[config.mk]
export PLATFORM = sky130hd
export DESIGN_NAME = bbsq_top
export DESIGN_NICKNAME = d
export VERILOG_FILES = /design/src/rtl/bbsq_pkg.sv /design/src/rtl/bbsq_pwm.sv /design/src/rtl/bbsq_pair.sv /design/src/rtl/bbsq_top.sv
export SDC_FILE = /design/constraint.sdc
export NUM_CORES = 1
export LEC_CHECK = 0
export BUFFER_PORTS_ARGS = -buffer_cell sky130_fd_sc_hd__buf_2
export CAP_MARGIN = 20
export CORE_MARGIN = 2
export CORE_UTILIZATION = 40
export CTS_CLUSTER_SIZE = 12
export DETAILED_ROUTE_END_ITERATION = 8
export PLACE_DENSITY = 0.68
export SYNTH_ARGS = -nofsm -noshare
export SYNTH_HDL_FRONTEND = slang
export SYNTH_SLANG_ARGS = --single-unit
[constraint.sdc]
create_clock -name clk -period 3.95 [get_ports clk]
set_input_delay 0.1975 -clock clk [delete_from_list [all_inputs] [get_ports clk]]
set_output_delay 0.1975 -clock clk [all_outputs]
set_load 0.02 [all_outputs]
[src/rtl/bbsq_pkg.sv]
package bbsq_pkg;
    typedef enum logic {
        MODE_BUCK  = 1'b0,
        MODE_BOOST = 1'b1
    } conv_mode_e;
endpackage

[src/rtl/bbsq_pwm.sv]
module bbsq_pwm
    import bbsq_pkg::*;
#(
    parameter int CNT_W        = 8,
    parameter int DT_W         = 4,
    parameter int BUCK_MIN_PCT = 10,
    parameter int BUCK_MAX_PCT = 99,
    parameter int BST_MIN_PCT  = 5,
    parameter int BST_MAX_PCT  = 85
) (
    input  logic             clk,
    input  logic             rst_n,
    input  logic             mode_req,
    input  logic [CNT_W-1:0] duty_req,
    input  logic [DT_W-1:0]  dead_cyc,
    input  logic             peak_hit,
    output conv_mode_e       mode_o,
    output logic             on_phase,
    output logic             peak_seen,
    output logic             blank
);
    localparam int PERIOD = 2 ** CNT_W;
    localparam logic [CNT_W-1:0] BUCK_LO = CNT_W'((BUCK_MIN_PCT * PERIOD + 99) / 100);
    localparam logic [CNT_W-1:0] BUCK_HI = CNT_W'((BUCK_MAX_PCT * PERIOD) / 100);
    localparam logic [CNT_W-1:0] BST_LO  = CNT_W'((BST_MIN_PCT * PERIOD + 99) / 100);
    localparam logic [CNT_W-1:0] BST_HI  = CNT_W'((BST_MAX_PCT * PERIOD) / 100);

    typedef struct packed {
        logic [CNT_W-1:0] cnt;
        logic [CNT_W-1:0] duty;
        conv_mode_e       mode;
        logic [DT_W-1:0]  blank_cnt;
        logic             pk;
    } pwm_st_t;

    pwm_st_t s_d, s_q;

    function automatic logic [CNT_W-1:0] clamp_duty(input logic [CNT_W-1:0] d,
                                                    input conv_mode_e m);
        logic [CNT_W-1:0] lo, hi;
        lo = (m == MODE_BOOST) ? BST_LO : BUCK_LO;
        hi = (m == MODE_BOOST) ? BST_HI : BUCK_HI;
        if (d < lo)      return lo;
        else if (d > hi) return hi;
        else             return d;
    endfunction

    logic on_ph;
    logic wrap;
    conv_mode_e req_mode;

    always_comb begin
        req_mode = conv_mode_e'(mode_req);
        on_ph    = s_q.cnt < s_q.duty;
        wrap     = s_q.cnt == '1;
        s_d      = s_q;
        s_d.cnt  = s_q.cnt + 1'b1;
        s_d.pk   = s_q.pk | (peak_hit & on_ph);
        if (s_q.blank_cnt != '0) begin
            s_d.blank_cnt = s_q.blank_cnt - 1'b1;
        end
        if (wrap) begin
            s_d.duty      = clamp_duty(duty_req, req_mode);
            s_d.mode      = req_mode;
            s_d.blank_cnt = (req_mode != s_q.mode) ? dead_cyc : '0;
            s_d.pk        = 1'b0;
        end
    end

    always_ff @(posedge clk or negedge rst_n) begin
        if (!rst_n) begin
            s_q.cnt       <= '1;
            s_q.duty      <= BUCK_LO;
            s_q.mode      <= MODE_BUCK;
            s_q.blank_cnt <= '0;
            s_q.pk        <= 1'b0;
        end else begin
            s_q <= s_d;
        end
    end

    assign mode_o    = s_q.mode;
    assign on_phase  = on_ph;
    assign peak_seen = s_q.pk;
    assign blank     = s_q.blank_cnt != '0;
endmodule

[src/rtl/bbsq_pair.sv]
module bbsq_pair #(
    parameter int DT_W = 4
) (
    input  logic            clk,
    input  logic            rst_n,
    input  logic            want_main,
    input  logic            want_rect,
    input  logic [DT_W-1:0] dead_cyc,
    output logic            gate_main,
    output logic            gate_rect
);
    typedef struct packed {
        logic            main;
        logic            rect;
        logic [DT_W-1:0] idle;
    } pair_st_t;

    pair_st_t s_d, s_q;
    logic may_start;

    always_comb begin
        may_start = s_q.idle >= dead_cyc;
        s_d       = s_q;
        s_d.main  = want_main && (s_q.main || (!s_q.rect && may_start));
        s_d.rect  = want_rect && !want_main && (s_q.rect || (!s_q.main && may_start));
        if (s_d.main || s_d.rect) begin
            s_d.idle = '0;
        end else if (s_q.idle != '1) begin
            s_d.idle = s_q.idle + 1'b1;
        end
    end

    always_ff @(posedge clk or negedge rst_n) begin
        if (!rst_n) begin
            s_q <= '0;
        end else begin
            s_q <= s_d;
        end
    end

    assign gate_main = s_q.main;
    assign gate_rect = s_q.rect;
endmodule

[src/rtl/bbsq_top.sv]
module bbsq_top
    import bbsq_pkg::*;
#(
    parameter int CNT_W = 8,
    parameter int DT_W  = 4
) (
    input  logic             clk,
    input  logic             rst_n,
    input  logic             mode_sel,
    input  logic [CNT_W-1:0] duty_req,
    input  logic [DT_W-1:0]  dead_cyc,
    input  logic             peak_hit,
    input  logic             low_vin,
    output logic             gate_q1,
    output logic             gate_q2,
    output logic             gate_q3,
    output logic             gate_q4
);
    localparam int NPAIR = 2;

    conv_mode_e cur_mode;
    logic on_phase, peak_seen, blank;
    logic [NPAIR-1:0] want_m, want_r, gate_m, gate_r;

    bbsq_pwm #(.CNT_W(CNT_W), .DT_W(DT_W)) u_pwm (
        .clk       (clk),
        .rst_n     (rst_n),
        .mode_req  (mode_sel),
        .duty_req  (duty_req),
        .dead_cyc  (dead_cyc),
        .peak_hit  (peak_hit),
        .mode_o    (cur_mode),
        .on_phase  (on_phase),
        .peak_seen (peak_seen),
        .blank     (blank)
    );

    // pair 0: Q1 modulated / Q2 rectifier; pair 1: Q3 modulated / Q4 rectifier
    always_comb begin
        if (cur_mode == MODE_BUCK) begin
            want_m[0] = on_phase;
            want_r[0] = !on_phase && peak_seen;
            want_m[1] = 1'b0;
            want_r[1] = 1'b1;
        end else begin
            want_m[0] = 1'b1;
            want_r[0] = 1'b0;
            want_m[1] = on_phase;
            want_r[1] = !on_phase && low_vin;
        end
        if (blank) begin
            want_m = '0;
            want_r = '0;
        end
    end

    for (genvar p = 0; p < NPAIR; p++) begin : g_pair
        bbsq_pair #(.DT_W(DT_W)) u_pair (
            .clk       (clk),
            .rst_n     (rst_n),
            .want_main (want_m[p]),
            .want_rect (want_r[p]),
            .dead_cyc  (dead_cyc),
            .gate_main (gate_m[p]),
            .gate_rect (gate_r[p])
        );
    end

    assign gate_q1 = gate_m[0];
    assign gate_q2 = gate_r[0];
    assign gate_q3 = gate_m[1];
    assign gate_q4 = gate_r[1];
endmodule

* Word level (Yosys, flattened, before mapping)
Cells that the tools add are included.
Widths: inputs -> output; s select.
** Storage, ports and cells
- Register bits :: 34
- Bits of input ports :: 17
** Operators by class
- Add/sub/neg operators :: 4
- Magnitude comparators :: 5
- Equality and inequality tests :: 4
- Multiplexer cells :: 15
- Bitwise gates (word level) :: 2
- Reduce and logical (&&, ||, !) cells :: 29
** Operators with widths (count)
- $mux 4 :: 6
- $lt 8x8->1 :: 2
- $mux 8 :: 2
- $logic_and 1x1->1 :: 12
- $mux 5 :: 2
- $add 4x1->4 const B :: 2
- $add 8x1->8 const B :: 1
- $eq 8x8->1 const B :: 1
- $ge 4x4->1 :: 2
- $gt 8x8->1 :: 1
- $mux 2 :: 4
- $ne 4x4->1 const B :: 2
- $logic_not 1->1 :: 7
- $logic_or 1x1->1 :: 6
- $mux 6 :: 1
- $reduce_bool 2->1 :: 3
- $reduce_bool 4->1 :: 1
- $sub 4x1->4 const B :: 1
- $and 1x1->1 :: 1
- $ne 1x1->1 :: 1
- $or 1x1->1 :: 1

* Longest topological paths before layout
- Word-level depth :: 9
- Mapped depth :: 8
- Gate-level depth less buffers :: 7

* Cells and area by module
Synthesis repeated with hierarchy kept, for this count alone.
** Unflattened totals
- Cells, all modules :: 231
- Area total of the unflattened synthesis :: 2322.2 µm²
** By module, submodules not included
- bbsq_pwm :: times used 1, cells an instance 144, area an instance 1407.6 µm², seq. area each 564.3 µm²
- bbsq_pair :: times used 2, cells an instance 40, area an instance 436.7 µm², seq. area each 150.1 µm²
- bbsq_top :: times used 1, cells an instance 7, area an instance 41.3 µm², seq. area each 0.0 µm²

* Worst setup path before layout
No wires, ideal clock.
- Path kind :: register -> register
- Start point :: register u_pwm.s_q[7] in the netlist's numbering
- End point :: register g_pair[1].u_pair.s_q[0] in the netlist's numbering
- Data arrival time :: 1.800 ns
- Data required time :: 3.800 ns
- Setup slack :: 1.999 ns
- Cell stages (with the launch flop) :: 8
- Path buffers :: 1
- Period minus slack after synthesis :: 1.951 ns
- Cell sequence :: dfstp_2 inv_1 ha_1 a2111o_1 a31oi_4 and4b_1 buf_6 nor3_1
** RTL lines
- start, declared :: line bbsq_pwm.sv:36 : pwm_st_t s_d, s_q;
- end signal, assigned :: line bbsq_pair.sv:35 : s_q <= '0;
- end signal, assigned :: line bbsq_pair.sv:37 : s_q <= s_d;
- end, declared :: line bbsq_pair.sv:18 : pair_st_t s_d, s_q;

==> flow_metrics.env <==
export IMPL_worst_endpoint_required_ps=4090
export IMPL_wirelength_um=3991
export IMPL_nets=280
export IMPL_portBuffers=20
export IMPL_io_pins=21
export IMPL_fmax_mhz=463.7
export IMPL_cp_cell_sequence="inv_1 > ha_1 > and4_4 > or3_1 > o22ai_1 > nor4b_1 > nor3_1"
export IMPL_fin_crit_sh_pct=54.60
export IMPL_dpl_hpwl_um=3096
export IMPL_critPathLaunchType="flip-flop"
export IMPL_yosys_warnings=0
export IMPL_critPathArrivalTime_ps=2300
export IMPL_dieWidth_um=77.54
export IMPL_hold_violations=0
export IMPL_root_buffer="clkbuf_8"
export IMPL_cts_sinks=34
export IMPL_final_layout_size_suffix_gt1_share_pct=19.67
export IMPL_fin_skew_ps=6.960
export IMPL_final_setup_tns_ps=0
export IMPL_hold_buffers=1
export IMPL_vias=1586
export IMPL_timing_critical_path_max_delay_family="simple AND/OR/NAND/NOR gates"
export IMPL_synth_top_area_share_pct=26.60
export IMPL_clk_pin_slew_ps=70
export IMPL_cts_max_level=2
export IMPL_slowest_delay_ps=680
export IMPL_core_um2=5172
export IMPL_worstPathMaxFanout=5
export IMPL_dp_slack_ps=1754
export IMPL_dr_first_iter_drc_count=78
export IMPL_post_cts_resized=0
export IMPL_grt_max_degree=35
export IMPL_tightest_slew_ps=770.8
export IMPL_synth_area_leaders="dfrtp_1 27%, ha_1 14%, dfstp_2 13%"
export IMPL_grt_pass1_wl_um=7203
export IMPL_rows=26
export IMPL_clkLatencyLatePin_ps=290
export IMPL_final_max_slew_viol_count=0
export IMPL_maxCapViolCount=0
export IMPL_cts_buffer_depth=2
export IMPL_die_h_um=77.54
export IMPL_placement_cell_area_um2=2327
export IMPL_fin_crit_ps=2157
export IMPL_end_kind="flip-flop"
export IMPL_synth_fp_nets=256
export IMPL_final_util_pct=46.95
export IMPL_yosysUniqueCellTypes=46
export IMPL_synthCells=214
export IMPL_p_leak_nw=1.190
export IMPL_gp_congestion=0.7698
export IMPL_first_pass_iters=4
export IMPL_yosysTopAreaCell="dfrtp_1"
export IMPL_cellPowerDensity_nw_per_um2=491.1
export IMPL_hp_class="in -> reg"
export IMPL_cp_slowest_cell="nor4b_1"
export IMPL_ys_seq_elements=34
export IMPL_p_total_mw=1.193
export IMPL_drt_drc_violations_left=0
export IMPL_n_antenna_cell=0
export IMPL_grt_setup_unrepaired="no"
export IMPL_cp_buffers_inverters=1
export IMPL_ys_seq_area_share_pct=39.97
export IMPL_cts_tree="built"
export IMPL_die_area_um2=6012
export IMPL_whs_ps=154.8
export IMPL_wl_per_cell_um=12.92
export IMPL_status="finished clean"
export IMPL_setup_viol=0
export IMPL_post_cts_buffers=0
export IMPL_crit_type="reg -> reg"
export IMPL_antenna_found_initial=0
export IMPL_globalRoute_totalOverflow=0
export IMPL_synth_area_um2=2163
export IMPL_numCtsBuffers=5
export IMPL_vdd_drop_max_v=0.0001833
export IMPL_via_per_inst=5.133
export IMPL_first_global_vias=1591
export IMPL_start_util_pct=41.82
export IMPL_synth_area_per_cell_um2=10.11
export IMPL_timing_final_ws_setup_ps=1793
export IMPL_placedCellCount=300
export IMPL_final_area_um2=2429
export IMPL_grt_use_total_pct=15.20
export IMPL_relSlewSlack_pct=47.89
export IMPL_syn_to_final_growth_pct=12.26
export IMPL_final_antenna_net_count=0
export IMPL_finish_cell_count_without_fillers=309
## layout by cell type (no fill, tap or decap), drive strengths merged, types with 3 or more instances in the layout
master   n
nor3b    3
ha      25
nor2b    3
a211oi   4
dfrtp   23
nor2     5
o21ai   14
buf     20
xor2     3
or3      4
mux2i    5
a21oi   10
a31oi    7
inv     22
nor3     8
clkbuf   7
nand3   10
nand2   12
nand2b   6
xnor2    8
dfstp   11
## flip-flops by register name (all words and copies together), names as in the netlist
name	flops
u_pwm.mode_o	1
g_pair.u_pair.gate_main	2
g_pair.u_pair.gate_rect	2
u_pwm.peak_seen	1
u_pwm.s_q	20
g_pair.u_pair.s_q	8
## routing by layer
metal  part of all wire [%]  global-route usage (%)  vias up
met5                      0                       0        -
met4                    1.6                   5.893        0
met3                    3.1                   4.186        5
li1                       -                       -      827
met1                     50                   19.60      732
met2                     45                   24.26       22
## Yosys cell counts, drive strengths merged
cell type  number
and4            2
nor4            2
dfrtp          23
o31ai           1
a2111o          2
o21ai          14
nand2b          6
nor3            8
o211a           1
nand3b          2
nor4b           2
a21o            2
and2            1
buf             2
xnor2           8
nor2            5
and3            1
nor3b           3
or3             4
or4             1
ha             25
and4b           1
xor2            3
o21bai          1
o2111a          1
nor2b           3
nand3          10
o22ai           1
a21oi          10
a31oi           7
a2111oi         1
dfstp          11
a31o            1
mux2i           5
a22o            2
clkbuf          2
inv            22
a211oi          4
nand2          12
nand4           2
## cells by family after synthesis
kind of cell             synth area share [%]
buffers and inverters                   4.916
AND/OR/NAND/NOR                         18.04
XOR/XNOR                                4.454
flip-flops                              39.97
AO/OA/AOI/OAI                           15.85
multiplexers                            2.314
adder cells (fa/ha/maj)                 14.46
## power breakdown
group	leakage, nW	switching (mW)	internal [mW]
Sequential	0.376	0.0753	0.426
Combinational	0.765	0.213	0.215
Clock	0.0482	0.122	0.140
Total	1.19	0.411	0.782
## area by class of cell
type | count | area (um^2)
inverters | 22 | 82.58
clock inverters | 1 | 5.005
clock buffers | 7 | 86.33
multi-input cells | 154 | 1192
well taps | 70 | 87.58
fillers | 497 | 2744
flip-flops and latches | 34 | 864.6
repair buffers | 21 | 110.1
## worst paths after layout
| kind | start | to | slack, ps | depth (start not counted) |
|---|---|---|---|---|
| max | u_pwm.s_q[10]$_DFFE_PN1P_ | g_pair[1].u_pair.s_q[2]$_DFFE_PN0P_ | 1790 | 7 |
| min | duty_req[7] | u_pwm.s_q[13]$_DFFE_PN0P_ | 150 | 3 |
| max reg2reg | u_pwm.s_q[10]$_DFFE_PN1P_ | g_pair[1].u_pair.s_q[2]$_DFFE_PN0P_ | 1790 | 7 |
| min reg2reg | u_pwm.s_q[14]$_DFF_PN1_ | u_pwm.s_q[14]$_DFF_PN1_ | 470 | 1 |
| max in group asynchronous | rst_n | g_pair[1].u_pair.s_q[0]$_DFFE_PN0P_ | 2950 | 2 |
| min in group asynchronous | rst_n | g_pair[0].u_pair.gate_main$_DFF_PN0_ | 510 | 2 |
## worst register-to-register path: cells and delay by family, from the launching register on
family,cells,cell delay [ps]
compound gates,1,50
fa+ha+maj,1,260
buf+inv,1,40
flops,1,530
simple gates,4,1120
Power figures use the tool's default switching activity.
